===== config.mk =====
export PLATFORM = sky130hd
export DESIGN_NAME = nibble_formatter
export DESIGN_NICKNAME = d
export VERILOG_FILES = /design/src/rtl/nibfmt_pkg.sv /design/src/rtl/nibfmt_ctrl.sv /design/src/rtl/nibfmt_datapath.sv /design/src/rtl/nibble_formatter.sv
export SDC_FILE = /design/constraint.sdc
export NUM_CORES = 1
export LEC_CHECK = 0
export BUFFER_PORTS_ARGS = -buffer_cell sky130_fd_sc_hd__buf_2
export CAP_MARGIN = 40
export CORE_AREA = 2 2 140 142
export CTS_CLUSTER_DIAMETER = 200
export DETAILED_ROUTE_END_ITERATION = 8
export DIE_AREA = 0 0 142 144
export RECOVER_POWER = 25
export SLEW_MARGIN = 20
export SYNTH_ARGS = -nofsm -noshare
export SYNTH_HDL_FRONTEND = slang
export SYNTH_SLANG_ARGS = --single-unit

===== constraint.sdc =====
create_clock -name clk -period 4.1 [get_ports clk]
set_input_delay 0.615 -clock clk [delete_from_list [all_inputs] [get_ports clk]]
set_output_delay 0.615 -clock clk [all_outputs]
set_load 0.05 [all_outputs]

===== src/rtl/nibfmt_pkg.sv =====
package nibfmt_pkg;
  localparam int SAMPLE_W = 12;
  localparam int NIB_W    = 4;
  localparam int MAX_LAT  = 3;
  localparam int DIV_FAST = 2;
  localparam int DIV_SLOW = 3;

  localparam int DATA_NIBS = SAMPLE_W / NIB_W;
  localparam int NIB_CNT   = DATA_NIBS + 1;
  localparam int WORD_W    = NIB_CNT * NIB_W;
  localparam int DLY_DEPTH = MAX_LAT * DIV_SLOW + 1;
  localparam int TAP_W     = $clog2(DLY_DEPTH);
  localparam int SEL_W     = $clog2(NIB_CNT);
  localparam int PHASE_W   = $clog2(DIV_SLOW);

  typedef struct packed {
    logic             capture;
    logic             load;
    logic             active;
    logic [SEL_W-1:0] nibSel;
    logic [TAP_W-1:0] tapIdx;
  } fmtCtl_t;
endpackage


===== src/rtl/nibfmt_ctrl.sv =====
module nibfmt_ctrl
  import nibfmt_pkg::*;
(
  input  logic       clk,
  input  logic       rstN,
  input  logic       sampleValid,
  input  logic [1:0] latencySel,
  input  logic       modeSlow,
  output fmtCtl_t    ctl,
  output logic [NIB_W-1:0] testPins
);
  logic [PHASE_W-1:0]   phaseCnt;
  logic [PHASE_W-1:0]   phaseLast;
  logic [DLY_DEPTH-1:0] stbLine;
  logic                 stbLate;
  logic [TAP_W-1:0]     tapIdx;
  logic                 launch;
  logic [SEL_W-1:0]     nibSel;
  logic                 active;

  always_comb begin
    phaseLast = modeSlow ? PHASE_W'(DIV_SLOW - 1) : PHASE_W'(DIV_FAST - 1);
    tapIdx    = TAP_W'(int'(latencySel) * (modeSlow ? DIV_SLOW : DIV_FAST));
  end

  always_ff @(posedge clk or negedge rstN) begin
    if (!rstN)                   phaseCnt <= '0;
    else if (sampleValid)        phaseCnt <= '0;
    else if (phaseCnt == phaseLast) phaseCnt <= '0;
    else                         phaseCnt <= phaseCnt + 1'b1;
  end

  always_ff @(posedge clk or negedge rstN) begin
    if (!rstN) stbLine[0] <= 1'b0;
    else       stbLine[0] <= sampleValid;
  end

  for (genvar g = 1; g < DLY_DEPTH; g++) begin : gStb
    always_ff @(posedge clk or negedge rstN) begin
      if (!rstN) stbLine[g] <= 1'b0;
      else       stbLine[g] <= stbLine[g-1];
    end
  end

  always_ff @(posedge clk or negedge rstN) begin
    if (!rstN) stbLate <= 1'b0;
    else       stbLate <= stbLine[0];
  end

  assign launch = stbLine[tapIdx];

  always_ff @(posedge clk or negedge rstN) begin
    if (!rstN) begin
      nibSel <= '0;
      active <= 1'b0;
    end else if (launch) begin
      nibSel <= '0;
      active <= 1'b1;
    end else if (active && nibSel != SEL_W'(NIB_CNT - 1)) begin
      nibSel <= nibSel + 1'b1;
    end
  end

  assign testPins = {stbLine[0], stbLate, phaseCnt == '0, phaseCnt == phaseLast};

  always_comb begin
    ctl.capture = sampleValid;
    ctl.load    = launch;
    ctl.active  = active;
    ctl.nibSel  = nibSel;
    ctl.tapIdx  = tapIdx;
  end
endmodule


===== src/rtl/nibfmt_datapath.sv =====
module nibfmt_datapath
  import nibfmt_pkg::*;
(
  input  logic                clk,
  input  logic                rstN,
  input  fmtCtl_t             ctl,
  input  logic [SAMPLE_W-1:0] sampleIn,
  input  logic                overRange,
  input  logic [1:0]          colourCode,
  input  logic                invertEn,
  input  logic                testClkEn,
  input  logic [NIB_W-1:0]    testPins,
  output logic [NIB_W-1:0]    outNibble
);
  localparam logic [SAMPLE_W-1:0] FULL_SCALE = '1;

  logic [SAMPLE_W-1:0] sampleAdj;
  logic [NIB_W-1:0]    statusNib;
  logic [WORD_W-1:0]   newWord;
  logic [WORD_W-1:0]   wordLine [DLY_DEPTH];
  logic [WORD_W-1:0]   curWord;
  logic [NIB_W-1:0]    nibArr [NIB_CNT];
  logic [NIB_W-1:0]    dataNib;

  always_comb begin
    sampleAdj = invertEn ? (FULL_SCALE - sampleIn) : sampleIn;
    statusNib = {{(NIB_W-3){1'b0}}, colourCode, overRange};
    newWord   = {sampleAdj, statusNib};
  end

  always_ff @(posedge clk or negedge rstN) begin
    if (!rstN)            wordLine[0] <= '0;
    else if (ctl.capture) wordLine[0] <= newWord;
    else                  wordLine[0] <= '0;
  end

  for (genvar g = 1; g < DLY_DEPTH; g++) begin : gWord
    always_ff @(posedge clk or negedge rstN) begin
      if (!rstN) wordLine[g] <= '0;
      else       wordLine[g] <= wordLine[g-1];
    end
  end

  always_ff @(posedge clk or negedge rstN) begin
    if (!rstN)         curWord <= '0;
    else if (ctl.load) curWord <= wordLine[ctl.tapIdx];
  end

  for (genvar n = 0; n < NIB_CNT; n++) begin : gNib
    assign nibArr[n] = curWord[WORD_W-1-n*NIB_W -: NIB_W];
  end

  always_comb begin
    dataNib   = ctl.active ? nibArr[ctl.nibSel] : '0;
    outNibble = testClkEn ? testPins : dataNib;
  end
endmodule


===== src/rtl/nibble_formatter.sv =====
module nibble_formatter
  import nibfmt_pkg::*;
(
  input  logic                clk,
  input  logic                rstN,
  input  logic                sampleValid,
  input  logic [SAMPLE_W-1:0] sampleIn,
  input  logic                overRange,
  input  logic [1:0]          colourCode,
  input  logic                invertEn,
  input  logic [1:0]          latencySel,
  input  logic                testClkEn,
  input  logic                modeSlow,
  output logic [NIB_W-1:0]    outNibble
);
  fmtCtl_t          ctl;
  logic [NIB_W-1:0] testPins;

  nibfmt_ctrl u_ctrl (
    .clk(clk), .rstN(rstN), .sampleValid(sampleValid),
    .latencySel(latencySel), .modeSlow(modeSlow),
    .ctl(ctl), .testPins(testPins)
  );

  nibfmt_datapath u_dp (
    .clk(clk), .rstN(rstN), .ctl(ctl), .sampleIn(sampleIn),
    .overRange(overRange), .colourCode(colourCode), .invertEn(invertEn),
    .testClkEn(testClkEn), .testPins(testPins), .outNibble(outNibble)
  );
endmodule


== After elaboration in Yosys (flattened, before gate mapping) ==
Cells that the tools add are included.

* Register bits after elaboration: 191
* Input port bits: 23
* Output and inout bits: 4
* Logic and storage cells: 56

* Add/sub/neg operators: 3
* $mul: 1
* Order comparisons: 3
* Equality and inequality tests: 2
* Muxes and demuxes: 18
* Bitwise logic cells: 2
* Reductions and logical operators: 3

{| class="wikitable"
|+ Operators with widths
! operator !! number
|-
| binary-select mux 16 bit (select 4 bit) || 1
|-
| 2-to-1 mux 16 bit || 3
|-
| multiplier 3 x 32 -> 4 bit || 1
|-
| 2-to-1 mux 4 bit || 4
|-
| 2-to-1 mux 12 bit || 1
|-
| subtractor 12 bit, first input constant || 1
|-
| 2-to-1 mux 2 bit || 5
|-
| binary-select mux 4 bit (select 2 bit) || 1
|-
| greater-or-equal comparator 5 bit, second input constant || 1
|-
| less-than comparator 4 x 5 -> 1 bit, second input constant || 1
|-
| NOT 4 -> 5 bit || 1
|-
| adder 2 x 1 -> 2 bit, second input constant || 2
|-
| binary-select mux 1 bit (select 4 bit) || 1
|-
| greater-or-equal comparator 3 bit, second input constant || 1
|-
| NOT 2 -> 3 bit || 1
|-
| equality test 2 bit || 1
|-
| logical NOT 2 bit || 1
|-
| 2-to-1 mux 1 bit || 2
|-
| != test 2 bit, second input constant || 1
|-
| nonzero test 2 bit || 1
|-
| logical AND 1 bit || 1
|}

== Longest topological paths before layout ==
* Depth after elaboration: 6
* Depth in mapped cells: 10

== By module ==
A second synthesis with hierarchy kept.

* Cells, all modules: 459
* Area, all modules: 6640.1 sq um

{| class="wikitable"
|+ Modules (own cells, without submodules)
! module !! times used !! cells each !! area each (sq um) !! sequential area each (sq um)
|-
| nibfmt_datapath || 1 || 401 || 5950.7 || 4129.0
|-
| nibfmt_ctrl || 1 || 58 || 689.4 || 375.4
|}

== Least setup slack after synthesis ==
OpenSTA, ideal clock, no wires.

* Kind: input to register
* From: input modeSlow
* To: register u_dp.curWord[10]
* Library setup time: 127 ps
* Data arrival time: 2711 ps
* Slack: 1261 ps
* Cell stages on the path: 10
* Path buffers: 2
* Cell sequence: and2_1 -> ha_1 -> ha_1 -> nand2b_1 -> buf_1 -> a211oi_1 -> a311o_1 -> o22ai_4 -> buf_6 -> mux2_1

* Longest elaborated chain between the ends: 6

{| class="wikitable"
|+ Ends and longest elaborated chain
! element !! RTL line !! RTL
|-
| from (decl) || nibble_formatter.sv:13 || <nowiki>input logic modeSlow,</nowiki>
|-
| 2-to-1 mux 1 bit * || nibfmt_ctrl.sv:23 || <nowiki>tapIdx = TAP_W'(int'(latencySel) * (modeSlow ? DIV_SLOW : DIV_FAST));</nowiki>
|-
| multiplier 3 x 32 -> 4 bit * || nibfmt_ctrl.sv:23 ||
|-
| NOT 4 -> 5 bit (not written as such) || nibfmt_datapath.sv:46 || <nowiki>else if (ctl.load) curWord <= wordLine[ctl.tapIdx];</nowiki>
|-
| binary-select mux 16 bit (select 4 bit) || nibfmt_datapath.sv:46 ||
|-
| 2-to-1 mux 16 bit (not written as such) (2 in a row) || nibfmt_datapath.sv:46 ||
|-
| to (signal assigned) || nibfmt_datapath.sv:46 ||
|-
| to (decl) || nibfmt_datapath.sv:21 || <nowiki>logic [WORD_W-1:0] curWord;</nowiki>
|}

Every way passes the cells marked *; elsewhere a longest branch is shown, timed or not. The select of a mux whose other input is x is not followed.
A chain may end at the register's enable or synchronous reset.

==> impl_metrics.sql <==
INSERT INTO impl_metrics (metric_group, metric, value, unit) VALUES
('final_layout', 'fin_nets', '510', ''),
('detailed_routing', 'antenna_violating_nets_post_route', '0', ''),
('floorplan', 'design.core.area', '19100', 'um2'),
('synth', 'synth.net_count', '478', ''),
('power', 'total_leakage_power', '3.59', 'nW'),
('global_routing', 'wire_length_of_the_first_global_routing_pass', '21100', 'um'),
('clock_network', 'clk_path_buf_depth', '2', ''),
('run_status', 'failed_checks', 'max-capacitance violations, max-slew violations', ''),
('clock_network', 'cts.reportedPaths.clkPinSlew', '70', 'ps'),
('detailed_routing', 'vias_per_cell', '4.98', ''),
('sta', 'final.setup_skew', '7.27', 'ps'),
('synth', 'synth-xor-area-share', '0.0175', ''),
('floorplan', 'initial_utilization', '0.341', ''),
('final_layout', 'layout.cells.most_common_list', '180 x dfrtp_1, 43 x nand2_1, 38 x mux2_2', ''),
('global_routing', 'grt_overflow_total', '0', ''),
('clock_network', 'cts_tree', 'yes', ''),
('floorplan', 'top_level_ports', '27', ''),
('final_layout', 'n_fill_cell', '1738', ''),
('clock_network', 'htreeDepth', '4', ''),
('synth', 'synthDistinctLibCells', '31', ''),
('global_routing', 'initial_antenna_violation_count', '0', ''),
('sta', 'grt_setup_unrepaired', 'false', ''),
('sta', 'finalCritPeriodShare', '0.670', ''),
('place', 'dp_cells', '701', ''),
('final_layout', 'final_layout_size_suffix_gt1_frac', '0.224', ''),
('detailed_routing', 'first_pass_iters', '4', ''),
('sta', 'hold-worst-slack', '371', 'ps'),
('critical_path', 'crit_arrival', '3310', 'ps'),
('critical_path', 'setup.worst_path.end_class', 'async pin', ''),
('run', 'max_cap_viol_count', '1', ''),
('synth', 'multiplexer_share_of_the_synthesized_area', '0.116', ''),
('final_layout', 'commonest_non_fill_non_tap_cell_in_the_layout', 'dfrtp_1', ''),
('critical_path', 'cp_max_fo', '82', ''),
('power', 'ir_worst_vdd', '0.357', 'mV'),
('clock_network', 'tritoncts.num_buffers', '17', ''),
('synth', 'synth_area', '6500', 'um2'),
('floorplan', 'rows', '51', ''),
('sta', 'timing.final.setup_violations', '0', ''),
('place', 'gp_routability_congestion', '0.822', ''),
('synth', 'synth_top_family_by_area', 'multiplexers', ''),
('detailed_routing', 'drt_first_iter_violations', '166', ''),
('sta', 'totalNegativeSetupSlack', '0', 'ps'),
('clock_network', 'cts_root_buffer', 'clkbuf_16', ''),
('synth', 'synth_sequential_area_ratio', '0.693', ''),
('floorplan', 'dieArea', '20400', 'um2'),
('sta', 'worstMarginPinSlew', '2770', 'ps'),
('final_layout', 'layout.cells.non_filler', '734', ''),
('clock_network', 'postCtsResizedCells', '0', ''),
('detailed_routing', 'drt-wirelength-per-cell', '16.9', 'um'),
('sta', 'slew_viol_final', '51', ''),
('synth', 'synth-compound-area-share', '0.0812', ''),
('synth', 'avgSynthCellArea', '14.4', 'um2'),
('place', 'placement.io_buffers', '26', ''),
('critical_path', 'timing.setup.critical_path_class', 'input pin to async pin', ''),
('place', 'postPlaceCellArea', '6930', 'um2'),
('detailed_routing', 'drt-total-wl', '12400', 'um'),
('final_layout', 'n_antenna_cell', '0', ''),
('clock_network', 'clkSinkCount', '180', ''),
('global_routing', 'first_global_vias', '3946', ''),
('synth', 'syn_inst', '451', ''),
('clock_network', 'hold_buffers', '0', ''),
('floorplan', 'floorplan.die.height', '144', 'um'),
('sta', 'slew_headroom', '-0.846', ''),
('critical_path', 'cp_data_required_time', '4660', 'ps'),
('synth', 'ys_warn_count', '0', ''),
('min_path', 'worstHoldPathType', 'flop to flop', ''),
('final_layout', 'layout-area-overhead-vs-synth', '16.2', '%'),
('detailed_routing', 'detail_route.drc_violations', '0', ''),
('sta', 'finalCriticalPeriod', '2750', 'ps'),
('place', 'detailedPlacementHpwl', '7680', 'um'),
('power', 'power_density', '558', 'nW/um2'),
('run_status', 'run_status', 'finished with violations', ''),
('sta', 'hold_viol_final', '0', ''),
('clock_network', 'cts_setup_buffers', '0', ''),
('detailed_routing', 'route.vias.total', '3655', ''),
('critical_path', 'cp-start-kind', 'input pin', ''),
('final_layout', 'final_design_area_no_fill', '7550', 'um2'),
('global_routing', 'grt_start_max_net_pins', '100', ''),
('floorplan', 'chipWidth', '142', 'um'),
('synth', 'synth_seq_cells', '180', ''),
('synth', 'synth_simple_gate_area_frac', '0.0675', ''),
('sta', 'clock.fmax', '0.364', 'GHz'),
('synth', 'synth-adder-area-share', '0.00770', ''),
('global_routing', 'groute.usage.overall', '0.136', ''),
('clock_network', 'worstSkewPairLatency', '430', 'ps');
==> cell usage after synthesis <==
cell	number	area share
and3_1	17	0.016
or3_1	1	0.00096
o32ai_1	15	0.020
and2_1	17	0.016
xnor2_1	1	0.0013
a211oi_1	3	0.0035
ha_1	4	0.0077
mux2_2	38	0.066
inv_1	2	0.0012
o22ai_4	1	0.0031
buf_2	7	0.0054
o22ai_1	15	0.014
nand3b_1	1	0.0012
a21oi_1	16	0.012
mux2_1	7	0.012
clkbuf_1	14	0.0081
mux4_2	3	0.010
mux2i_1	18	0.028
buf_6	1	0.0017
o21ai_0	6	0.0046
nand2_1	44	0.025
buf_1	2	0.0012
nor2b_1	1	0.00096
xor2_1	12	0.016
a2bb2oi_1	16	0.022
nand2b_1	2	0.0019
or2_2	1	0.00096
dfrtp_1	180	0.69
nor3b_1	1	0.0012
a311o_1	1	0.0015
nor2_1	4	0.0023
==> flip-flops by register name, summed over array words and instances (netlist names) <==
| name | cells |
|---|---|
| u_ctrl.active | 1 |
| u_ctrl.nibSel | 2 |
| u_ctrl.phaseCnt | 2 |
| u_ctrl.stbLine | 9 |
| u_ctrl.testPins | 1 |
| u_dp.curWord | 15 |
| u_dp.wordLine | 150 |
==> kinds of logic (layout without fill, tap and decap cells) <==
group,Yosys count,in the layout
fa+ha+maj,4,4
mux,66,66
simple gates,89,89
compound gates,73,73
xor+xnor,13,13
flops,180,180
buf+inv,26,71
==> where the power goes <==
part / leakage [nW] / switching (mW) / total, mW / internal, mW
registers: 2.29 / 0.105 / 2.06 / 1.95
clock network: 0.297 / 0.665 / 1.64 / 0.973
logic: 0.998 / 0.288 / 0.524 / 0.236
==> routing by layer <==
layer	GRT usage	share of wire	vias to the layer above
met3	0.0397	0.032	17
met1	0.175	0.46	1911
met5	0	0	-
met2	0.216	0.49	58
met4	0.0553	0.017	0
li1	-	-	1669
==> stage by stage <==
stage / total power [mW] / util / setup slack, ps
final: 4.22 / 0.396 / 1350
after global routing: 4.41 / 0.396 / 833
after CTS: 4.25 / 0.395 / 1370
after detailed placement: 2.61 / 0.363 / 930
after global placement: 2.59 / 0.363 / 971
after floorplan: 2.42 / - / 1260
==> cell type report <==
class                   count  area, um2  area share
repair buffers             37        256      0.0340
multi-input cells         245       1890       0.250
inverters                   2       7.51    0.000994
clock buffers              19        443      0.0586
well taps                 238        298      0.0394
clock inverters            13        158      0.0209
flip-flops and latches    180       4500       0.596
==> critical path: stages <==
cell and delay [ps]:
clkbuf_1 1920, buf_16 300, buf_12 390
==> final timing paths <==
path                                          from  slack [ps]  cells after the start            endpoint
max in group clk                          modeSlow        1380                     10     u_dp.curWord[1]
worst max-delay path                          rstN        1350                      3   u_dp.wordLine[92]
worst max register to register   u_ctrl.stbLine[3]        2150                      5     u_dp.curWord[1]
min in group asynchronous                     rstN        1060                      1   u_dp.wordLine[69]
worst min-delay path            u_dp.wordLine[145]         370                      0  u_dp.wordLine[129]
worst min register to register  u_dp.wordLine[145]         370                      0  u_dp.wordLine[129]
Power figures use the tool's default switching activity.
